===== config.mk =====
export PLATFORM = sky130hd
export DESIGN_NAME = companion_gpio_regs
export DESIGN_NICKNAME = d
export VERILOG_FILES = /design/src/rtl/cgr_pkg.sv /design/src/rtl/cgr_addr_dec.sv /design/src/rtl/cgr_gpio_core.sv /design/src/rtl/cgr_store_bank.sv /design/src/rtl/companion_gpio_regs.sv
export SDC_FILE = /design/constraint.sdc
export NUM_CORES = 1
export LEC_CHECK = 0
export ABC_CLOCK_PERIOD_IN_PS = 3460
export BUFFER_PORTS_ARGS = -buffer_cell sky130_fd_sc_hd__clkbuf_2
export CAP_MARGIN = 10
export CORE_UTILIZATION = 55
export CTS_BUF_LIST = sky130_fd_sc_hd__clkbuf_4
export DETAILED_ROUTE_END_ITERATION = 10
export PLACE_DENSITY_LB_ADDON = 0.25
export SYNTH_ARGS = -nofsm -noshare
export SYNTH_HDL_FRONTEND = slang
export SYNTH_SLANG_ARGS = --single-unit

===== constraint.sdc =====
create_clock -name clk -period 3.46 [get_ports clk]
set_clock_uncertainty 0.05 [all_clocks]
set_input_delay 0.692 -clock clk [delete_from_list [all_inputs] [get_ports clk]]
set_output_delay 0.692 -clock clk [all_outputs]
set_load 0.01 [all_outputs]

===== src/rtl/cgr_pkg.sv =====
package cgr_pkg;
  localparam int DW   = 16;
  localparam int NREG = 11;
  localparam int IDXW = 4;

  typedef enum logic [IDXW-1:0] {
    RI_MODE    = 4'd0,
    RI_CDET    = 4'd1,
    RI_STAT    = 4'd2,
    RI_PWR     = 4'd3,
    RI_CARDCTL = 4'd4,
    RI_IRQRAW  = 4'd5,
    RI_IRQMASK = 4'd6,
    RI_IRQSTAT = 4'd7,
    RI_DIR     = 4'd8,
    RI_LVL     = 4'd9,
    RI_RDBK    = 4'd10
  } reg_idx_e;

  localparam logic [DW-1:0] STAT_RST  = 16'h0002;
  localparam int            PWR_TRIG  = 7;
  localparam logic [DW-1:0] PWR_FORCE = 16'h8040;
endpackage


===== src/rtl/cgr_addr_dec.sv =====
module cgr_addr_dec
  import cgr_pkg::*;
#(
  parameter int ADDR_W = 12
) (
  input  logic [ADDR_W-1:0] addr,
  output logic              hit,
  output logic [IDXW-1:0]   idx
);
  localparam int WW = ADDR_W - 2;

  always_comb begin
    hit = (addr[1:0] == 2'b00) && (addr[ADDR_W-1:2] < WW'(NREG));
    idx = addr[IDXW+1:2];
  end
endmodule


===== src/rtl/cgr_gpio_core.sv =====
module cgr_gpio_core
  import cgr_pkg::*;
(
  input  logic          clk,
  input  logic          rst_n,
  input  logic          wr_dir,
  input  logic          wr_lvl,
  input  logic [DW-1:0] wr_data,
  input  logic [DW-1:0] pin_set_en,
  input  logic [DW-1:0] pin_set_val,
  output logic [DW-1:0] dir_q,
  output logic [DW-1:0] lvl_q,
  output logic [DW-1:0] pin_out,
  output logic [DW-1:0] chg_stb
);
  logic [DW-1:0] dir_n, lvl_n, eff_n;
  logic          upd;

  always_comb begin
    dir_n = wr_dir ? wr_data : dir_q;
    lvl_n = (lvl_q & ~pin_set_en) | (pin_set_val & pin_set_en);
    if (wr_lvl) lvl_n = wr_data & dir_q;
    eff_n = lvl_n & dir_n;
    upd   = wr_dir | wr_lvl;
  end

  always_ff @(posedge clk or negedge rst_n) begin
    if (!rst_n) begin
      dir_q   <= '0;
      lvl_q   <= '0;
      pin_out <= '0;
      chg_stb <= '0;
    end else begin
      dir_q <= dir_n;
      lvl_q <= lvl_n;
      if (upd) begin
        pin_out <= eff_n;
        chg_stb <= eff_n ^ pin_out;
      end else begin
        chg_stb <= '0;
      end
    end
  end
endmodule


===== src/rtl/cgr_store_bank.sv =====
module cgr_store_bank
  import cgr_pkg::*;
(
  input  logic                     clk,
  input  logic                     rst_n,
  input  logic                     wr_en,
  input  logic [IDXW-1:0]          wr_idx,
  input  logic [DW-1:0]            wr_data,
  input  logic [DW-1:0]            dir_in,
  input  logic [DW-1:0]            lvl_in,
  output logic [NREG-1:0][DW-1:0]  q
);
  for (genvar i = 0; i < NREG; i++) begin : g_reg
    if (i == int'(RI_STAT)) begin : g_stat
      assign q[i] = STAT_RST;
    end else if (i == int'(RI_DIR)) begin : g_dir
      assign q[i] = dir_in;
    end else if (i == int'(RI_LVL)) begin : g_lvl
      assign q[i] = lvl_in;
    end else begin : g_store
      logic [DW-1:0] val;
      logic [DW-1:0] nxt;
      always_comb begin
        nxt = wr_data;
        if (i == int'(RI_PWR) && wr_data[PWR_TRIG]) nxt = wr_data | PWR_FORCE;
      end
      always_ff @(posedge clk or negedge rst_n) begin
        if (!rst_n)                              val <= '0;
        else if (wr_en && wr_idx == IDXW'(i))    val <= nxt;
      end
      assign q[i] = val;
    end
  end
endmodule


===== src/rtl/companion_gpio_regs.sv =====
module companion_gpio_regs
  import cgr_pkg::*;
#(
  parameter int ADDR_W = 12,
  parameter int BUS_W  = 32
) (
  input  logic              clk,
  input  logic              rst_n,
  input  logic [ADDR_W-1:0] bus_addr,
  input  logic [BUS_W-1:0]  bus_wdata,
  input  logic              bus_we,
  input  logic              bus_re,
  output logic [DW-1:0]     bus_rdata,
  input  logic [DW-1:0]     pin_set_en,
  input  logic [DW-1:0]     pin_set_val,
  output logic [DW-1:0]     pin_out,
  output logic [DW-1:0]     chg_stb
);
  logic                    hit;
  logic [IDXW-1:0]         idx;
  logic [DW-1:0]           wd16;
  logic                    unused_hi;
  logic                    wr_any, wr_dir, wr_lvl;
  logic [DW-1:0]           dir_q, lvl_q;
  logic [NREG-1:0][DW-1:0] rq;

  assign wd16      = bus_wdata[DW-1:0];
  assign unused_hi = ^bus_wdata[BUS_W-1:DW];

  cgr_addr_dec #(.ADDR_W(ADDR_W)) u_dec (
    .addr (bus_addr),
    .hit  (hit),
    .idx  (idx)
  );

  always_comb begin
    wr_any = bus_we && hit;
    wr_dir = wr_any && (idx == RI_DIR);
    wr_lvl = wr_any && (idx == RI_LVL);
  end

  cgr_gpio_core u_gpio (
    .clk         (clk),
    .rst_n       (rst_n),
    .wr_dir      (wr_dir),
    .wr_lvl      (wr_lvl),
    .wr_data     (wd16),
    .pin_set_en  (pin_set_en),
    .pin_set_val (pin_set_val),
    .dir_q       (dir_q),
    .lvl_q       (lvl_q),
    .pin_out     (pin_out),
    .chg_stb     (chg_stb)
  );

  cgr_store_bank u_bank (
    .clk     (clk),
    .rst_n   (rst_n),
    .wr_en   (wr_any),
    .wr_idx  (idx),
    .wr_data (wd16),
    .dir_in  (dir_q),
    .lvl_in  (lvl_q),
    .q       (rq)
  );

  always_comb begin
    bus_rdata = '0;
    if (bus_re && hit) bus_rdata = rq[idx];
  end
endmodule


==> run summary, run 1 <==
status - finished, final reports clean
TritonCTS Buffers - 17
worst stage delay on the critical path - 0.37 ns
Die X - 135 um
number of gates resized after CTS - 0
EDFF count, synth - 0
post-synth cell types - 42
Synth top area share - 49.7%
Hold-fix buffers, CTS - 0
Avg Cell Area, Syn - 12.5 sq um
Die Y - 135 um
initial antenna violation count - 1
placed cells - 1072
Worst-path clk slew - 0.15 ns
Max Root-Sink Buffers - 2
Fillers - 1333
CP endpoint kind - output pin
number of global-route vias before repair - 6955
post-route setup TNS - 0 ns
share of cells above drive strength 1 - 40.6%
Reg2Reg Depth - 3
most frequent cells in the layout - dfrtp_1, mux2_2, clkbuf_2
Warnings, synthesis - 0
largest cells by area after synthesis - dfrtp_1, mux2_2, mux2i_1
largest net degree at the start of global routing - 93
Buffers & Inverters on Critical Path - 3
FF-to-FF setup slack - 2.24 ns
Core Region - 0.0172 sq mm
final worst path period share - 91.6%
CP Depth - 6
CTS tree - yes
crit path launch type - primary input
pre-CTS setup slack - 0.298 ns
drt pass-1 iters - 5
Final Max Tran Viols - 0
peak supply drop - 202 uV
PortBufs - 111
Synth area leader - dfrtp_1
H-Tree Level Count - 4
CP most frequent cell - clkbuf_2
DP Area - 0.0105 sq mm
routed wire length - 22.8 mm
clock sinks - 192
postcts setup bufs - 0
worst hold margin - 0.0847 ns
gpl congestion - 0.835
final worst slack - 0.290 ns
Layout area overhead - 11.8%
Fin. Hold Viols - 0
commonest non-fill, non-tap cell in the layout - dfrtp_1
drt wl/cell - 20.6 um
CP Cell Sequence - clkbuf_2, buf_4, nand2b_1, o221ai_1, o211a_1, clkbuf_2
Post-synth ARST share - 100%
max-capacitance violation count - 0
grt total ovfl - 0
footprint of the multi-input gates - 0.00455 sq mm
row cnt - 48
WP data arrival - 2.43 ns
Leakage - 5.57 nW
nets - 946
DRC violation total after the first TritonRoute iteration - 414
fin area - 0.0108 sq mm
vias per std cell - 6.21
initial core utilization - 56.1%
top_reg_cell synth - dfrtp_1
Overall Global Routing Usage - 26.1%
I/O pins - 128
Seq/Total Area, Yosys - 49.7%
non-filler instance count after layout - 1105
worst-skew pair later-pin latency - 0.58 ns
die area - 0.0181 sq mm
CP Data Required Time - 2.72 ns
synthesized cell area - 0.00968 sq mm
first-pass GRT wire length - 36.0 mm
Max Clk Rate - 0.315 GHz
HP Class - in2async
CTS Root Cell - clkbuf_4
Critical-path top delay cell - o221ai_1
Period minus WS final - 3.17 ns
worst rel slew slack - 36.0%
Mapped Cells - 777
hpwl dp - 15.5 mm
Post-Syn Nets - 857
Setup Crit Path Kind - in2out
critical path fanouts, max - 20
#FFs+latches synth - 192
critical path's top delay family - buffers and inverters
drt drc - 0
FF+latch area - 0.00480 sq mm
worst-margin pin slew - 0.957 ns
PD cells - 362 mW/mm^2
setup violators final - 0
via count - 6857
number of routed nets with antenna violations - 0
RSZ-0062 raised after global routing - false
registers in the layout (all words and copies together) (netlist names):
register / cells
u_bank.g.g_store.val: 128
u_gpio.chg_stb: 16
u_gpio.dir_q: 16
u_gpio.lvl_q: 16
u_gpio.pin_out: 16
worst reg2reg max path, stage by stage, from the launching register on:
cell and delay (ns):
dfrtp_1 0.43, mux2_2 0.28, mux2i_1 0.17, o221a_2 0.23
area by class of cell:
cell class,count,share of cell area [%]
sequential,192,44.4
timing repair buffer,137,7.51
tap,225,2.60
inverter,15,0.521
antenna,1,0.0231
clock inverter,15,1.70
clock buffer,17,1.18
multi-input combinational,503,42.0
cell families after synthesis:
kind of cell | share of synthesized area (%)
buffers and inverters | 3.41
flip-flops | 49.7
AND/OR/NAND/NOR | 5.10
AO/OA/AOI/OAI | 13.2
multiplexers | 28.6
per-layer routing:
layer  track usage (%)  vias to the layer above  routed length (um)  part of all wire, %
met1              33.6                     3509                9990                   44
met4              9.93                        0                 410                  1.8
li1                  -                     3108                   -                    -
met2              44.2                      207               11500                   50
met3              4.28                       33                 918                  4.0
met5                 0                        -                   0                    0
metrics by stage:
step | util [%] | total power, W
finish | 62.7 | 0.00392
global route | 62.7 | 0.00407
CTS | 62.7 | 0.00395
detailed placement | 60.9 | 0.00268
global placement | 60.9 | 0.00266
floorplan | - | 0.00251
cells in the mapped netlist, drive strengths merged (2+ instances only):
master,count
nand3,16
o221a,16
nand3b,2
clkbuf,55
dfrtp,192
o21ai,51
or4,3
o211a,15
nor2b,2
and4,3
o21a,16
and2,2
buf,12
nand2,41
mux4,16
a22o,16
mux2i,63
mux2,158
inv,15
o2bb2ai,30
o221ai,15
nor4,3
nand4,3
nor2,19
worst paths after layout:
check                                                                    to                                   startpoint
worst max-delay path                                           bus_rdata[5]                                  bus_addr[3]
worst min-delay path                              u_gpio.dir_q[8]$_DFF_PN0_                                        rst_n
worst max register to register                  u_gpio.chg_stb[9]$_DFF_PN0_                    u_gpio.lvl_q[9]$_DFF_PN0_
worst min register to register  u_bank.g_reg[3].g_store.val[15]$_DFFE_PN0P_  u_bank.g_reg[3].g_store.val[15]$_DFFE_PN0P_
max in group asynchronous        u_bank.g_reg[6].g_store.val[0]$_DFFE_PN0P_                                        rst_n
min in group clk                                  u_gpio.lvl_q[6]$_DFF_PN0_                               pin_set_val[6]
power by group:
group          switching [W]  internal, W
clock               0.000770     0.000510
sequential         0.0000203      0.00227
combinational       0.000215     0.000133
(Power assumes the default switching activity.)
==> run 2: changes to the inputs <==
Settings changed: PLACE_DENSITY from default to 0.77, PLACE_DENSITY_LB_ADDON 0.25 to default, SKIP_LAST_GASP from default to 1.
==> run summary, run 2 (synthesis results as in run 1) <==
WP data arrival - 2.43 ns (about the same)
routed wire length - 21.7 mm (-4.8%)
first-pass GRT wire length - 34.8 mm (-3.4%)
nets - 955 (+0.95%)
largest register by flop count - u_bank.g.g_store.val
setup violators final - 0 (unchanged)
number of routed nets with antenna violations - 0 (unchanged)
max reg flops - 128 (unchanged)
drt drc - 0 (unchanged)
RSZ-0062 raised after global routing - false
Overall Global Routing Usage - 25.0% (-1.1 points)
Hold-fix buffers, CTS - 0 (unchanged)
drt pass-1 iters - 4 (-1)
HP Class - in2async
Fin. Hold Viols - 0 (unchanged)
Critical-path top delay cell - mux4_2
status - finished, final reports clean
gpl congestion - 0.774 (-7.3%)
CP Data Required Time - 2.72 ns (about the same)
post-route setup TNS - 0 ns (unchanged)
Worst-path clk slew - 0.13 ns (-0.02 ns)
Leakage - 5.61 nW (+0.79%)
initial antenna violation count - 1 (unchanged)
critical path fanouts, max - 17 (-15%)
Die X - 135 um (unchanged)
PD cells - 360 mW/mm^2 (-0.67%)
grt total ovfl - 0 (unchanged)
FF-to-FF setup slack - 2.25 ns (about the same)
CP endpoint kind - output pin
vias per std cell - 6.03 (-2.9%)
Core Region - 0.0172 sq mm (unchanged)
Die Y - 135 um (unchanged)
H-Tree Level Count - 4 (unchanged)
crit path launch type - primary input
DRC violation total after the first TritonRoute iteration - 404 (-2.4%)
footprint of the multi-input gates - 0.00455 sq mm (unchanged)
Max Root-Sink Buffers - 2 (unchanged)
max-capacitance violation count - 0 (unchanged)
critical path's top delay family - multiplexers
worst hold margin - 0.163 ns (+0.0785 ns)
Reg-to-Reg End - u_gpio.chg_stb[7]$_DFF_PN0_
via count - 6696 (-2.3%)
CP most frequent cell - buf_4
CP Cell Sequence - buf_4, buf_4, mux4_2, mux2_2, o211a_1, clkbuf_2
worst stage delay on the critical path - 0.51 ns (+0.14 ns)
fin area - 0.0109 sq mm (+0.46%)
worst rel slew slack - 45.9% (+9.8 points)
number of global-route vias before repair - 6685 (-3.9%)
clock sinks - 192 (unchanged)
Buffers & Inverters on Critical Path - 3 (unchanged)
CTS Root Cell - clkbuf_4
I/O pins - 128 (unchanged)
worst setup path endpoint - bus_rdata[5]
CP Depth - 6 (unchanged)
commonest non-fill, non-tap cell in the layout - dfrtp_1
TritonCTS Buffers - 17 (unchanged)
final worst path period share - 91.6% (about the same)
largest net degree at the start of global routing - 95 (+2.2%)
PortBufs - 111 (unchanged)
CP startpoint - bus_addr[2]
Fillers - 1341 (+0.60%)
Setup Crit Path Kind - in2out
peak supply drop - 198 uV (-2.2%)
drt wl/cell - 19.5 um (-5.3%)
Layout area overhead - 12.3%
postcts setup bufs - 0 (unchanged)
initial core utilization - 56.1% (unchanged)
worst-margin pin slew - 0.812 ns (-0.145 ns)
row cnt - 48 (unchanged)
DP Area - 0.0106 sq mm (+0.64%)
Max Clk Rate - 0.315 GHz (about the same)
worst-skew pair later-pin latency - 0.56 ns (-0.02 ns)
FF+latch area - 0.00480 sq mm (unchanged)
worst r2r src - u_gpio.lvl_q[7]$_DFF_PN0_
die area - 0.0181 sq mm (unchanged)
Period minus WS final - 3.17 ns (+0.000473 ns)
Reg2Reg Depth - 3 (unchanged)
most frequent cells in the layout - dfrtp_1, mux2_2, clkbuf_2
Final Max Tran Viols - 0 (unchanged)
share of cells above drive strength 1 - 41.0% (+0.34 points)
number of gates resized after CTS - 0 (unchanged)
CTS tree - yes
hpwl dp - 14.9 mm (-3.5%)
run 2: cell count changes in the layout (fill, tap and decap cells not counted), moves of 2 or more:
cell / delta
buf_4: +9
clkbuf_4: +3
clkinvlp_4: -3
inv_6: -3
clkinv_4: -2
run 2: where the power goes:
part	switching [W]	leakage (nW)	internal, W
clock network	0.000691	0.158	0.000578
logic	0.000213	2.89	0.000137
registers	0.0000216	2.57	0.00227
run 2: cell type report:
cell class                      instances  area share (%)
Antenna cell                            2          0.0461
Timing Repair Buffer                  146            8.10
Multi-Input combinational cell        503            41.8
Sequential cell                       192            44.2
Tap cell                              225            2.59
Clock inverter                          8            1.30
Inverter                               15           0.518
Clock buffer                           20            1.38
run 2: routing by layer:
layer | GRT usage [%] | part of all wire, %
met1 | 34.8 | 46
met2 | 40.2 | 49
met3 | 3.75 | 3.6
met4 | 8.55 | 1.7
met5 | 0 | 0
run 2: through the flow:
stage               power (W)  util [%]  std cells  setup WS, ns
finish                0.00391      63.0       1111         0.290
global route          0.00405      63.0       1111         0.233
CTS                   0.00394      63.0       1109         0.271
detailed placement    0.00269      61.3       1081         0.272
global placement      0.00268      61.3       1081         0.302
floorplan             0.00251         -        777         0.224
run 2: worst min-delay path by stage:
stage	endpoint	cells past startpoint
after CTS	u_bank.g_reg[1].g_store.val[11]$_DFFE_PN0P_	1
after global routing	u_gpio.lvl_q[8]$_DFF_PN0_	1
final	u_gpio.chg_stb[12]$_DFF_PN0_	1
after global placement	u_bank.g_reg[3].g_store.val[6]$_DFFE_PN0P_	2
after floorplan	u_bank.g_reg[0].g_store.val[0]$_DFFE_PN0P_	0
after detailed placement	u_bank.g_reg[3].g_store.val[6]$_DFFE_PN0P_	2
==> run 3: changes to the inputs <==
Settings changed: ABC_AREA from default to 1.
==> run summary, run 3 <==
status - finished, final reports clean
worst-margin pin slew - 0.666 ns (-0.146 ns)
Max Root-Sink Buffers - 2 (unchanged)
Post-synth ARST share - 100% (unchanged)
share of cells above drive strength 1 - 17.9% (-23 points)
PD cells - 385 mW/mm^2 (+7.0%)
Leakage - 4.76 nW (-15%)
CP most frequent cell - nand2_1
routed wire length - 22.7 mm (+4.6%)
TritonCTS Buffers - 17 (unchanged)
max-capacitance violation count - 0 (unchanged)
via count - 7777 (+16%)
post-route setup TNS - 0 ns (unchanged)
worst r2r src - u_gpio.lvl_q[7]$_DFF_PN0_
count leader, synth - nand2_1
die area - 0.0164 sq mm (-9.3%)
WP data arrival - 2.27 ns (-0.16 ns)
PortBufs - 111 (unchanged)
hpwl dp - 15.7 mm (+5.1%)
synthesized cell area - 0.00876 sq mm (-9.5%)
vias per std cell - 5.74 (-4.8%)
Die X - 128 um (-4.8%)
Hold-fix buffers, CTS - 0 (unchanged)
largest net degree at the start of global routing - 74 (-22%)
postcts setup bufs - 0 (unchanged)
drt wl/cell - 16.7 um (-14%)
Mapped Cells - 1023 (+32%)
CTS tree - yes
Synth area leader - dfrtp_1
DRC violation total after the first TritonRoute iteration - 745 (+84%)
max reg flops - 128 (unchanged)
gpl congestion - 0.848 (+9.5%)
Compound-Gate Fraction of Synth Area - 18.3% (+5.1 points)
nets - 1211 (+27%)
adder-cell share of the synthesized area - 0% (unchanged)
Die Y - 128 um (-4.8%)
Avg Cell Area, Syn - 8.56 sq um (-31%)
Setup Crit Path Kind - in2out
Core Region - 0.0154 sq mm (-11%)
EDFF count, synth - 0 (unchanged)
clock sinks - 192 (unchanged)
number of routed nets with antenna violations - 0 (unchanged)
critical path fanouts, max - 11 (-6)
post-synth cell types - 28 (-33%)
Fin. Hold Viols - 0 (unchanged)
synth cell count leaders - nand2_1, dfrtp_1, o21ai_0, nand3_1, inv_1
HP Class - in2async
commonest non-fill, non-tap cell in the layout - nand2_1
Post-Synth XOR/XNOR Area - 0% (unchanged)
largest cells by area after synthesis - dfrtp_1, nand2_1, o21ai_0
Final Max Tran Viols - 0 (unchanged)
#FFs+latches synth - 192 (unchanged)
post-synthesis mux area share - 0% (-29 points)
Post-Syn Nets - 1103 (+29%)
largest family of logic cells by synthesized area - simple AND/OR/NAND/NOR gates
Critical-path top delay cell - buf_4
Synth Area in Simple Gates - 20.9% (+16 points)
number of gates resized after CTS - 0 (unchanged)
number of global-route vias before repair - 7221 (+8.0%)
I/O pins - 128 (unchanged)
worst stage delay on the critical path - 0.26 ns (-0.25 ns)
Synth top area share - 54.9% (+5.2 points)
Reg-to-Reg End - u_gpio.chg_stb[7]$_DFF_PN0_
Reg2Reg Depth - 7 (+4)
drt pass-1 iters - 5 (+1)
RSZ-0062 raised after global routing - false
CP endpoint kind - output pin
FF-to-FF setup slack - 2.23 ns (-0.02 ns)
initial antenna violation count - 1 (unchanged)
H-Tree Level Count - 4 (unchanged)
Worst-path clk slew - 0.14 ns (about the same)
final worst path period share - 87.1% (-4.5 points)
Fillers - 1345 (+0.30%)
peak supply drop - 248 uV (+25%)
Overall Global Routing Usage - 28.9% (+3.9 points)
grt total ovfl - 0 (unchanged)
worst-skew pair later-pin latency - 0.60 ns (+0.04 ns)
worst rel slew slack - 55.5% (+9.7 points)
Period minus WS final - 3.01 ns (-0.157 ns)
first-pass GRT wire length - 36.5 mm (+4.9%)
Warnings, synthesis - 0 (unchanged)
most frequent cells in the layout - nand2_1, dfrtp_1, o21ai_0
drt drc - 0 (unchanged)
row cnt - 45 (-6.3%)
CP Cell Sequence - clkbuf_2, nand2_2, inv_2, nand2_1, nand2_1, nor2_2, nand2_1, buf_4, nor2_1, clkbuf_2
CP Data Required Time - 2.72 ns (about the same)
setup violators final - 0 (unchanged)
crit path launch type - primary input
CTS Root Cell - clkbuf_4
top_reg_cell synth - dfrtp_1
Max Clk Rate - 0.332 GHz (+5.2%)
largest register by flop count - u_bank.g.g_store.val
Layout area overhead - 12.2%
worst hold margin - 0.0334 ns (-0.130 ns)
Seq/Total Area, Yosys - 54.9% (+5.2 points)
initial core utilization - 57.0% (+0.85 points)
## run 3: cell types whose count changed in the layout (fill, tap and decap cells not counted), moves of 24 or more
cell       delta
mux2i_1      -63
nand2_1     +250
o22ai_1      +44
a21oi_1      +37
nor2_1       +24
o21ai_0     +124
o2bb2ai_1    -30
nand3_1      +36
inv_1        +34
mux2_2      -158
## run 3: cells by family (layout without fill, tap and decap cells)
family / count (synthesis) / count (layout)
buf+inv: 112 / 232
flops: 192 / 192
other cells: 0 / 1
compound gates: 292 / 292
simple gates: 427 / 427
## run 3: per-layer routing
metal / routed length, um / GRT usage [%] / up-vias
li1: - / - / 3673
met1: 9800 / 39.1 / 3750
met2: 11000 / 46.6 / 308
met3: 1400 / 5.51 / 46
met4: 538 / 9.97 / 0
met5: 0 / 0 / -
## run 3: final cells by class
cell class / instances / area [sq um] / share of cell area, %
Sequential cell: 192 / 4800 / 48.9
Multi-Input combinational cell: 719 / 3430 / 34.9
Timing Repair Buffer: 146 / 865 / 8.80
Tap cell: 211 / 264 / 2.69
Inverter: 55 / 209 / 2.13
Clock buffer: 17 / 128 / 1.30
Clock inverter: 14 / 125 / 1.27
Antenna cell: 1 / 2.50 / 0.0255
## run 3: worst max-delay path by stage
stage,depth (start not counted),from,endpoint
finish,10,bus_addr[2],bus_rdata[4]
global route,10,bus_addr[2],bus_rdata[3]
CTS,10,bus_addr[2],bus_rdata[4]
detailed placement,9,bus_addr[2],u_gpio.pin_out[4]$_DFFE_PN0P_
global placement,9,bus_addr[2],u_gpio.pin_out[9]$_DFFE_PN0P_
floorplan,11,bus_addr[5],bus_rdata[10]
## run 3: per-stage QoR
stage	area [sq um]	utilization, %	instances	worst slack, ns	total power, W
finish	9820	63.9	1355	0.447	0.00378
global route	9820	63.9	1355	0.328	0.00392
CTS	9820	63.9	1354	0.457	0.00379
detailed placement	9570	62.3	1323	0.363	0.00266
global placement	9570	62.3	1323	0.366	0.00266
floorplan	8760	-	1023	0.820	0.00248
## run 3: power by group
| group | switching [W] | total, W | internal [W] |
|---|---|---|---|
| registers | 0.00000728 | 0.00227 | 0.00227 |
| clock network | 0.000753 | 0.00116 | 0.000408 |
| logic | 0.000243 | 0.000349 | 0.000106 |
## run 3: critical path: cells and delay by family
kind / cells / cell delay, ns
and+or+nand+nor: 6 / 0.89
buffers and inverters: 4 / 0.70
